--- config.mk ---
export PLATFORM = sky130hd
export DESIGN_NAME = i2c_tgt
export DESIGN_NICKNAME = d
export VERILOG_FILES = /design/src/rtl/i2c_tgt_pkg.sv /design/src/rtl/i2c_tgt_sync.sv /design/src/rtl/i2c_tgt_cond.sv /design/src/rtl/i2c_tgt_core.sv /design/src/rtl/i2c_tgt.sv
export SDC_FILE = /design/constraint.sdc
export NUM_CORES = 1
export LEC_CHECK = 0
export ABC_AREA = 1
export CELL_PAD_IN_SITES_DETAIL_PLACEMENT = 0
export CELL_PAD_IN_SITES_GLOBAL_PLACEMENT = 2
export CORE_UTILIZATION = 33
export CTS_BUF_LIST = sky130_fd_sc_hd__clkbuf_8
export DETAILED_ROUTE_END_ITERATION = 10
export MAX_ROUTING_LAYER = met4
export PLACE_DENSITY = 0.87
export SLEW_MARGIN = 20
export SYNTH_ARGS = -nofsm -noshare
export SYNTH_HDL_FRONTEND = slang
export SYNTH_SLANG_ARGS = --single-unit
--- constraint.sdc ---
create_clock -name clk -period 2.7 [get_ports clk]
set_clock_uncertainty 0.1 [all_clocks]
set_input_delay 0.54 -clock clk [delete_from_list [all_inputs] [get_ports clk]]
set_output_delay 0.54 -clock clk [all_outputs]
set_load 0.05 [all_outputs]
--- src/rtl/i2c_tgt_pkg.sv ---
package i2c_tgt_pkg;

  typedef enum logic [3:0] {
    ST_IDLE,
    ST_ADDR,
    ST_RX,
    ST_ACK_SETUP,
    ST_ACK_DRIVE,
    ST_TX,
    ST_TX_REL,
    ST_TX_ACK,
    ST_TX_END,
    ST_IGNORE
  } tgt_state_e;

endpackage

--- src/rtl/i2c_tgt_sync.sv ---
// Multi-stage synchronizer with edge detection; idles high like an I2C line.
module i2c_tgt_sync #(
  parameter int STAGES = 2
) (
  input  logic clk,
  input  logic rst,
  input  logic din,
  output logic dout,
  output logic rise,
  output logic fall
);
  logic chain [STAGES];
  logic prev;

  genvar g;
  for (g = 0; g < STAGES; g++) begin : g_stage
    if (g == 0) begin : g_first
      always_ff @(posedge clk) begin
        if (rst) chain[0] <= 1'b1;
        else     chain[0] <= din;
      end
    end else begin : g_next
      always_ff @(posedge clk) begin
        if (rst) chain[g] <= 1'b1;
        else     chain[g] <= chain[g-1];
      end
    end
  end

  always_ff @(posedge clk) begin
    if (rst) prev <= 1'b1;
    else     prev <= chain[STAGES-1];
  end

  assign dout = chain[STAGES-1];
  assign rise = chain[STAGES-1] & ~prev;
  assign fall = ~chain[STAGES-1] & prev;
endmodule

--- src/rtl/i2c_tgt_cond.sv ---
// Bus condition detector: Start and Stop from synchronized lines.
module i2c_tgt_cond (
  input  logic scl_s,
  input  logic sda_rise,
  input  logic sda_fall,
  output logic start_det,
  output logic stop_det
);
  assign start_det = sda_fall & scl_s;
  assign stop_det  = sda_rise & scl_s;
endmodule

--- src/rtl/i2c_tgt_core.sv ---
// Byte engine: address match, acknowledge, receive, transmit, stretch and host flags.
module i2c_tgt_core
  import i2c_tgt_pkg::*;
#(
  parameter int                DATA_W   = 8,
  parameter int                ADDR_W   = 7,
  parameter logic [ADDR_W-1:0] TGT_ADDR = 7'h2A
) (
  input  logic              clk,
  input  logic              rst,
  input  logic              scl_rise,
  input  logic              scl_fall,
  input  logic              sda_s,
  input  logic              start_det,
  input  logic              stop_det,
  input  logic              stretch_en,
  input  logic              rel_clk,
  input  logic              wr_buf,
  input  logic [DATA_W-1:0] wr_data,
  input  logic              rd_buf,
  input  logic              clr_irq,
  input  logic              clr_ovf,
  output logic              scl_oe,
  output logic              sda_oe,
  output logic [DATA_W-1:0] buf_q,
  output logic              buf_full,
  output logic              ovf,
  output logic              rw_stat,
  output logic              irq
);
  localparam int CNT_W = $clog2(DATA_W) + 1;
  localparam logic [CNT_W-1:0] LAST_BIT = CNT_W'(DATA_W - 1);

  tgt_state_e        state;
  logic [CNT_W-1:0]  cnt;
  logic [DATA_W-2:0] rxsr;
  logic [DATA_W-1:0] txsr;
  logic              ack_ok, go_tx, from_rx, m_ack;
  logic [DATA_W-1:0] byte_in;
  logic              busy;

  assign byte_in = {rxsr, sda_s};
  assign busy    = buf_full | ovf;

  always_ff @(posedge clk) begin
    if (rst) begin
      state    <= ST_IDLE;
      cnt      <= '0;
      rxsr     <= '0;
      txsr     <= '1;
      ack_ok   <= 1'b0;
      go_tx    <= 1'b0;
      from_rx  <= 1'b0;
      m_ack    <= 1'b0;
      scl_oe   <= 1'b0;
      sda_oe   <= 1'b0;
      buf_q    <= '0;
      buf_full <= 1'b0;
      ovf      <= 1'b0;
      rw_stat  <= 1'b0;
      irq      <= 1'b0;
    end else begin
      // host-side actions; bus-side updates below take precedence
      if (clr_irq) irq      <= 1'b0;
      if (clr_ovf) ovf      <= 1'b0;
      if (rd_buf)  buf_full <= 1'b0;
      if (rel_clk) scl_oe   <= 1'b0;
      if (wr_buf) begin
        buf_q <= wr_data;
        txsr  <= wr_data;
      end

      if (start_det) begin
        state  <= ST_ADDR;
        cnt    <= '0;
        sda_oe <= 1'b0;
        scl_oe <= 1'b0;
      end else if (stop_det) begin
        state  <= ST_IDLE;
        sda_oe <= 1'b0;
        scl_oe <= 1'b0;
      end else begin
        case (state)
          ST_ADDR, ST_RX: begin
            if (scl_rise) begin
              rxsr <= byte_in[DATA_W-2:0];
              cnt  <= cnt + 1'b1;
              if (cnt == LAST_BIT) begin
                if (state == ST_ADDR && byte_in[DATA_W-1:1] != TGT_ADDR) begin
                  state <= ST_IGNORE;
                end else begin
                  ack_ok  <= ~busy;
                  go_tx   <= (state == ST_ADDR) & byte_in[0];
                  from_rx <= (state == ST_RX);
                  if (busy) begin
                    if (buf_full) ovf <= 1'b1;
                  end else begin
                    buf_q    <= byte_in;
                    buf_full <= 1'b1;
                    if (state == ST_ADDR) rw_stat <= byte_in[0];
                  end
                  state <= ST_ACK_SETUP;
                end
              end
            end
          end
          ST_ACK_SETUP: begin
            if (scl_fall) begin
              sda_oe <= ack_ok;
              state  <= ST_ACK_DRIVE;
            end
          end
          ST_ACK_DRIVE: begin
            if (scl_fall) begin
              sda_oe <= 1'b0;
              irq    <= 1'b1;
              cnt    <= '0;
              if (!ack_ok) begin
                state <= ST_IGNORE;
              end else if (go_tx) begin
                scl_oe <= 1'b1;
                state  <= ST_TX;
              end else begin
                if (from_rx && stretch_en) scl_oe <= 1'b1;
                state <= ST_RX;
              end
            end
          end
          ST_TX: begin
            sda_oe <= ~txsr[DATA_W-1];
            if (scl_rise) begin
              cnt <= cnt + 1'b1;
              if (cnt == LAST_BIT) state <= ST_TX_REL;
            end else if (scl_fall) begin
              txsr <= {txsr[DATA_W-2:0], 1'b1};
            end
          end
          ST_TX_REL: begin
            if (scl_fall) begin
              sda_oe <= 1'b0;
              txsr   <= {txsr[DATA_W-2:0], 1'b1};
              state  <= ST_TX_ACK;
            end
          end
          ST_TX_ACK: begin
            if (scl_rise) begin
              m_ack <= ~sda_s;
              if (sda_s) begin
                rw_stat  <= 1'b0;
                buf_full <= 1'b0;
              end
              state <= ST_TX_END;
            end
          end
          ST_TX_END: begin
            if (scl_fall) begin
              irq <= 1'b1;
              cnt <= '0;
              if (m_ack) begin
                scl_oe <= 1'b1;
                state  <= ST_TX;
              end else begin
                state <= ST_IDLE;
              end
            end
          end
          default: ;
        endcase
      end
    end
  end
endmodule

--- src/rtl/i2c_tgt.sv ---
module i2c_tgt #(
  parameter int          DATA_W      = 8,
  parameter int          ADDR_W      = DATA_W - 1,
  parameter int          SYNC_STAGES = 2,
  parameter logic [ADDR_W-1:0] TGT_ADDR = 7'h2A
) (
  input  logic              clk,
  input  logic              rst,
  input  logic              scl_i,
  input  logic              sda_i,
  output logic              scl_oe,
  output logic              sda_oe,
  input  logic              stretch_en,
  input  logic              rel_clk,
  input  logic              wr_buf,
  input  logic [DATA_W-1:0] wr_data,
  input  logic              rd_buf,
  input  logic              clr_irq,
  input  logic              clr_ovf,
  output logic [DATA_W-1:0] buf_data,
  output logic              buf_full,
  output logic              ovf,
  output logic              rw_stat,
  output logic              irq
);
  logic scl_s, scl_rise, scl_fall;
  logic sda_s, sda_rise, sda_fall;
  logic start_det, stop_det;

  i2c_tgt_sync #(.STAGES(SYNC_STAGES)) u_scl_sync (
    .clk(clk), .rst(rst), .din(scl_i),
    .dout(scl_s), .rise(scl_rise), .fall(scl_fall)
  );

  i2c_tgt_sync #(.STAGES(SYNC_STAGES)) u_sda_sync (
    .clk(clk), .rst(rst), .din(sda_i),
    .dout(sda_s), .rise(sda_rise), .fall(sda_fall)
  );

  i2c_tgt_cond u_cond (
    .scl_s(scl_s), .sda_rise(sda_rise), .sda_fall(sda_fall),
    .start_det(start_det), .stop_det(stop_det)
  );

  i2c_tgt_core #(
    .DATA_W(DATA_W), .ADDR_W(ADDR_W), .TGT_ADDR(TGT_ADDR)
  ) u_core (
    .clk(clk), .rst(rst),
    .scl_rise(scl_rise), .scl_fall(scl_fall), .sda_s(sda_s),
    .start_det(start_det), .stop_det(stop_det),
    .stretch_en(stretch_en), .rel_clk(rel_clk),
    .wr_buf(wr_buf), .wr_data(wr_data), .rd_buf(rd_buf),
    .clr_irq(clr_irq), .clr_ovf(clr_ovf),
    .scl_oe(scl_oe), .sda_oe(sda_oe),
    .buf_q(buf_data), .buf_full(buf_full), .ovf(ovf),
    .rw_stat(rw_stat), .irq(irq)
  );
endmodule

==> impl_results.md, run 1 <==
* Status: finished clean
* Critical Path Fanout Max at 4
* Drt drc at 0
* Cell Int Power at 1.278 mW
* Synth warnings at 0
* Critical path type: flip-flop to primary output
* Clock power share at 19.8%
* Crit-path max cell delay at 0.82 ns
* Worst hold path type: flip-flop to flip-flop
* Clock Latency Late Sink at 0.31 ns
* Area leader, netlist: dfxtp_1
* CTS tree: yes
* Top cells by area, synth: dfxtp_1, nand2_1, nor2_1
* Die area at 7423 sq um
* H-tree levels at 2
* Critical path launch point type: flip-flop
* # diodes at 0
* Boundary Pins at 32
* Slew @ Worst Pin at 0.6371 ns
* Root buf cell: clkbuf_8
* Wirelength per Cell at 12.55 microns
* Endpoints failing hold at 0
* Initial Util at 34.21%
* Syn avg cell area at 6.565 sq um
* Synth Instances at 356
* Psw at 997.9 uW
* Setup TNS Final at 0 ns
* Most frequent cells after synthesis: nand2_1, nor2_1, dfxtp_1
* Hpwl dp at 4659 microns
* Max_cap viols at 0
* Drt first pass iters at 4
* Placer's final routability congestion estimate at 0.8669
* Buf+Inv Stages, Crit Path at 1
* Unrepaired setup endpoints after global routing: false
* Synth Register Bits at 47
* Share of total power in combinational logic at 43.4%
* CP delay by family, top: buffers and inverters
* Via count at 2258
* Final non-filler cell total at 486
* Synthesized area at 2337 sq um
* Relative slew slack at 57.48%
* Setup Fix Bufs, Post-CTS at 0
* CTS Sinks at 47
* Pwr dens at 800.2 nW/um^2
* Core area at 6832 sq um
* GRT Total Usage at 18.39%
* EDFF count, synth at 0
* Total CTS buffers at 5
* Fraction of registers with async set/reset at 0%
* Ys flop type: dfxtp_1
* Post-CTS resize count at 0
* Fmax at 0.4659 GHz
* First-pass GRT wire length at 10360 microns
* WP data required at 2.06 ns
* Port Buffers at 31
* Sw Share at 43.85%
* Crit end category: primary output
* CP arrival at 1.51 ns
* Unique masters post-synth at 27
* Max clock buf depth at 2
* Crit path cell chain: clkdlybuf4s50_1
* Sequential Power Share at 36.8%
* Setup violations, final at 0
* Post-Place Cells at 478
* Final net count at 408
* Clock-pin slew on the worst setup and hold paths at 0.10 ns
* Worst path slowest cell: clkdlybuf4s50_1
* Synth top area share at 40.26%
* Cell with the most instances after synthesis: nand2_1
* Die height at 86.16 microns
* Pwr Total at 2.276 mW
* Final period util at 79.50%
* # rows at 30
* Maximum vdd drop at 0.0003047 V
* Post-Syn Nets at 375
* Vias in the first global route at 2053
* Seq/Total Area, Yosys at 40.26%
* Vias per cell at 4.646
* Share of cells above drive strength 1 at 9.231%
* Largest net degree at the start of global routing at 25
* Antenna Nets Post-Route at 0
* Post-Route WL at 6101 microns
* Min cycle time layout at 2.146 ns
* Area Overhead vs Synth at 21.68%
* Cell leakage power at 1.235 nW
* Final Max Slew Viols at 0
* Gr ovfl total at 0
* Initial antenna violation count at 0
* Die width at 86.16 microns
* DRC marker count from the first detailed-route iteration at 101
* Cts hold-fix bufs at 0
==> logic make-up (layout without fill, tap and decap cells) <==
logic type               Yosys count  count (layout)  share of synthesized area (%)
AO/OA/AOI/OAI                     62              62                          14.29
XOR/XNOR                           1               1                         0.3748
adder cells (fa/ha/maj)            1               1                         0.5352
buffers and inverters             40              74                          6.424
flip-flops                        47              47                          40.26
AND/OR/NAND/NOR                  205             205                          38.12
==> cell type report <==
class / count / area (sq um)
fill: 761 / 3988
multi-input combinational: 269 / 1246
sequential: 47 / 940.9
timing repair buffer: 32 / 317.8
inverter: 34 / 127.6
tap: 96 / 120.1
clock buffer: 5 / 68.82
clock inverter: 3 / 22.52
==> path summary, 6_finish.rpt <==
| path | from | end | slack [ns] | cells after the start |
|---|---|---|---|---|
| hold / removal | u_sda_sync.chain[0]$_DFF_P_ | u_sda_sync.chain[1]$_DFF_P_ | 0.32 | 1 |
| setup / recovery | u_core.buf_full$_SDFF_PP0_ | buf_full | 0.55 | 1 |
| setup reg to reg | u_core.cnt[0]$_SDFFE_PP0P_ | u_core.state[0]$_SDFFE_PP0P_ | 0.67 | 12 |
| hold reg to reg | u_sda_sync.chain[0]$_DFF_P_ | u_sda_sync.chain[1]$_DFF_P_ | 0.32 | 1 |
==> stage by stage <==
stage / util (%) / worst slack [ns] / hold slack [ns] / cell area (sq um)
floorplan: - / 1.024 / 0.2895 / 2337
detailed placement: 40.29 / 0.4086 / 0.2954 / 2753
global route: 41.63 / 0.3690 / 0.3383 / 2844
CTS: 41.63 / 0.5420 / 0.3199 / 2844
global placement: 40.29 / 0.4615 / 0.2937 / 2753
finish: 41.63 / 0.5535 / 0.3208 / 2844
==> metal layers <==
layer	global-route usage, %	part of all wire (%)	vias to the layer above
met5	-	0	-
met4	4.545	0.93	0
met3	2.984	3.5	5
met2	26.91	42	27
met1	26.25	53	1009
li1	-	-	1217
==> registers in the layout, indices dropped and copies added (netlist names), 2 cells and up <==
| register | cells |
|---|---|
| u_scl_sync.chain | 2 |
| u_core.cnt | 4 |
| u_sda_sync.chain | 2 |
| u_core.buf_q | 8 |
| u_core.txsr | 8 |
| u_core.state | 4 |
| u_core.rxsr | 7 |
==> cell usage in the layout (no fill, tap or decap) <==
master,count
a211o_1,1
a21oi_1,23
a21oi_2,1
a31oi_1,6
buf_4,1
clkbuf_8,5
clkdlybuf4s50_1,31
clkinv_2,1
dfxtp_1,47
ha_1,1
inv_1,28
inv_2,6
inv_6,2
nand2_1,100
nand2_2,5
nand3_1,19
nand3_2,1
nand3b_1,3
nand4_1,1
nor2_1,53
nor2_2,3
nor2_4,2
nor3_1,10
nor3_4,1
o21a_1,1
o21ai_0,28
o21ai_1,1
o21bai_2,1
or2_2,7
xor2_1,1
==> power by group through the flow <==
stage / registers (mW) / clock network, mW / logic [mW]
finish: 0.837 / 0.452 / 0.987
global route: 0.849 / 0.492 / 1.11
CTS: 0.838 / 0.467 / 0.982
detailed placement: 0.853 / 0 / 0.975
global placement: 0.854 / 0 / 0.981
floorplan: 0.888 / 0 / 0.701
Note: power is estimated with default switching activity, not from simulation.
==> inputs of run 2 (changes only) <==
--- a/config.mk
+++ b/config.mk
@@ -8,11 +8,11 @@
 export ABC_AREA = 1
 export CELL_PAD_IN_SITES_DETAIL_PLACEMENT = 0
 export CELL_PAD_IN_SITES_GLOBAL_PLACEMENT = 2
-export CORE_UTILIZATION = 33
+export CORE_UTILIZATION = 31
 export CTS_BUF_LIST = sky130_fd_sc_hd__clkbuf_8
 export DETAILED_ROUTE_END_ITERATION = 10
 export MAX_ROUTING_LAYER = met4
-export PLACE_DENSITY = 0.87
+export PLACE_DENSITY = 0.82
 export SLEW_MARGIN = 20
 export SYNTH_ARGS = -nofsm -noshare
 export SYNTH_HDL_FRONTEND = slang
==> constraint.sdc (replaced) <==
create_clock -name clk -period 2.01 [get_ports clk]
set_clock_uncertainty 0.1 [all_clocks]
set_input_delay 0.402 -clock clk [delete_from_list [all_inputs] [get_ports clk]]
set_output_delay 0.402 -clock clk [all_outputs]
set_load 0.05 [all_outputs]
==> run 2 against run 1 <==
  * Design area grew 4.6%
  * Non-clock buffer count grew 13
  * Critical path depth is the same
  * Die area grew 6.3%
  * Critical endpoint is now buf_data[7]
==> impl_results.md, run 2 (same netlist as run 1, synthesis figures left out) <==
* WP data required at 1.51 ns
* Top flop regs: u_core.buf_q: 8 flops, u_core.txsr: 8 flops, u_core.rxsr: 7 flops
* Sw Share at 40.93%
* Placed cell area at 2854 sq um
* Critical path type: flip-flop to primary output
* Wirelength per Cell at 12.90 microns
* Internal reg-to-reg setup slack at 0.20 ns
* Commonest non-fill, non-tap cell in the layout: nand2_1
* CTS Sinks at 47
* Pwr dens at 1091 nW/um^2
* Cell Int Power at 1.917 mW
* Drt first pass iters at 4
* Boundary Pins at 32
* Total CTS buffers at 5
* Min cycle time layout at 1.949 ns
* Clock power share at 22.3%
* Placer's final routability congestion estimate at 0.8732
* Worst hold path type: flip-flop to flip-flop
* Clock-pin slew on the worst setup and hold paths at 0.09 ns
* Final period util at 96.97%
* Reg-to-Reg Start: u_core.cnt[0]$_SDFFE_PP0P_
* Crit end category: primary output
* Fin util at 41.00%
* Endpoints failing hold at 0
* WHS at 0.3187 ns
* Maximum vdd drop at 0.0004154 V
* Worst Setup SP: u_core.buf_q[7]$_SDFF_PP0_
* Buf+Inv Stages, Crit Path at 1
* Crit-path max cell delay at 0.81 ns
* Fin area at 2974 sq um
* CTS tree: yes
* Cts hold-fix bufs at 0
* Unrepaired setup endpoints after global routing: true
* Initial antenna violation count at 0
* Dpl ws at 0.1531 ns
* CP delay by family, top: buffers and inverters
* Final Max Slew Viols at 0
* Area of the multi-input gates at 1249 sq um
* Drt drc at 0
* Worst path slowest cell: clkdlybuf4s50_1
* Root buf cell: clkbuf_8
* H-tree levels at 2
* FF/Latch Area at 940.9 sq um
* Vias in the first global route at 2093
* # diodes at 0
* Die area at 7891 sq um
* Antenna Nets Post-Route at 0
* Initial Util at 32.22%
* Sequential Power Share at 34.8%
* Fmax at 0.5131 GHz
* Pwr Total at 3.245 mW
* Area Overhead vs Synth at 27.25%
* Die width at 88.83 microns
* Share of cells above drive strength 1 at 13.65%
* Largest net degree at the start of global routing at 23
* Max_cap viols at 0
* Most frequent cells in the layout: nand2_1, nor2_1, dfxtp_1
* Clock Latency Late Sink at 0.30 ns
* Final WS setup at 0.06089 ns
* Relative slew slack at 66.67%
* Status: finished clean
* Setup violations, final at 0
* Post-Route WL at 6476 microns
* Port Buffers at 31
* Die height at 88.83 microns
* Share of total power in combinational logic at 43.0%
* Max clock buf depth at 2
* Setup Fix Bufs, Post-CTS at 0
* First-pass GRT wire length at 10630 microns
* Cell leakage power at 1.327 nW
* GRT Total Usage at 18.64%
* CP arrival at 1.45 ns
* Psw at 1.328 mW
* Hpwl dp at 5066 microns
* Critical Path Fanout Max at 2
* DRC marker count from the first detailed-route iteration at 98
* Crit path cell chain: clkdlybuf4s50_1
* Final net count at 421
* Via count at 2307
* Core area at 7253 sq um
* Fill count at 803
* # rows at 31
* Critical path launch point type: flip-flop
* Min-delay src: u_sda_sync.chain[0]$_DFF_P_
* Slew @ Worst Pin at 0.4984 ns
* Vias per cell at 4.596
* Gr ovfl total at 0
## run 2: final cells by class
| type | count | area share, % |
|---|---|---|
| timing repair buffer | 45 | 13.97 |
| clock buffer | 6 | 2.777 |
| clock inverter | 2 | 1.178 |
| sequential | 47 | 31.64 |
| inverter | 34 | 4.291 |
| multi-input combinational | 269 | 41.99 |
| tap | 99 | 4.165 |
## run 2: layer usage
metal	up-vias	GRT usage, %	wire, microns
met5	-	-	0
met4	0	6.158	82
met3	7	3.265	220
met2	37	26.36	2752
met1	1020	26.56	3421
li1	1243	-	-
## run 2: final timing paths
kind                                       to  cells past startpoint
hold / removal    u_sda_sync.chain[1]$_DFF_P_                      1
setup reg to reg   u_core.buf_q[4]$_SDFF_PP0_                     10
hold reg to reg   u_sda_sync.chain[1]$_DFF_P_                      1
setup / recovery                  buf_data[7]                      1
## run 2: power groups by stage
stage	sequential, mW	clock (mW)	combinational (mW)
6_report	1.13	0.723	1.39
4_1_cts	1.13	0.745	1.39
5_1_grt	1.14	0.779	1.59
3_5_place_dp	1.15	0	1.38
3_3_place_gp	1.15	0	1.41
2_1_floorplan	1.19	0	0.941
## run 2: timing repair
item                                    CTS  global route
endpoints found under the setup margin    0             4
gates resized for setup                   0             4
hold endpoints to repair                  0             0
## run 2: per-stage QoR
stage | setup TNS, ns | instances
3_3_place_gp | 0 | 494
6_report | 0 | 502
5_1_grt | -0.02498 | 502
2_1_floorplan | 0 | 356
3_5_place_dp | 0 | 494
4_1_cts | 0 | 502
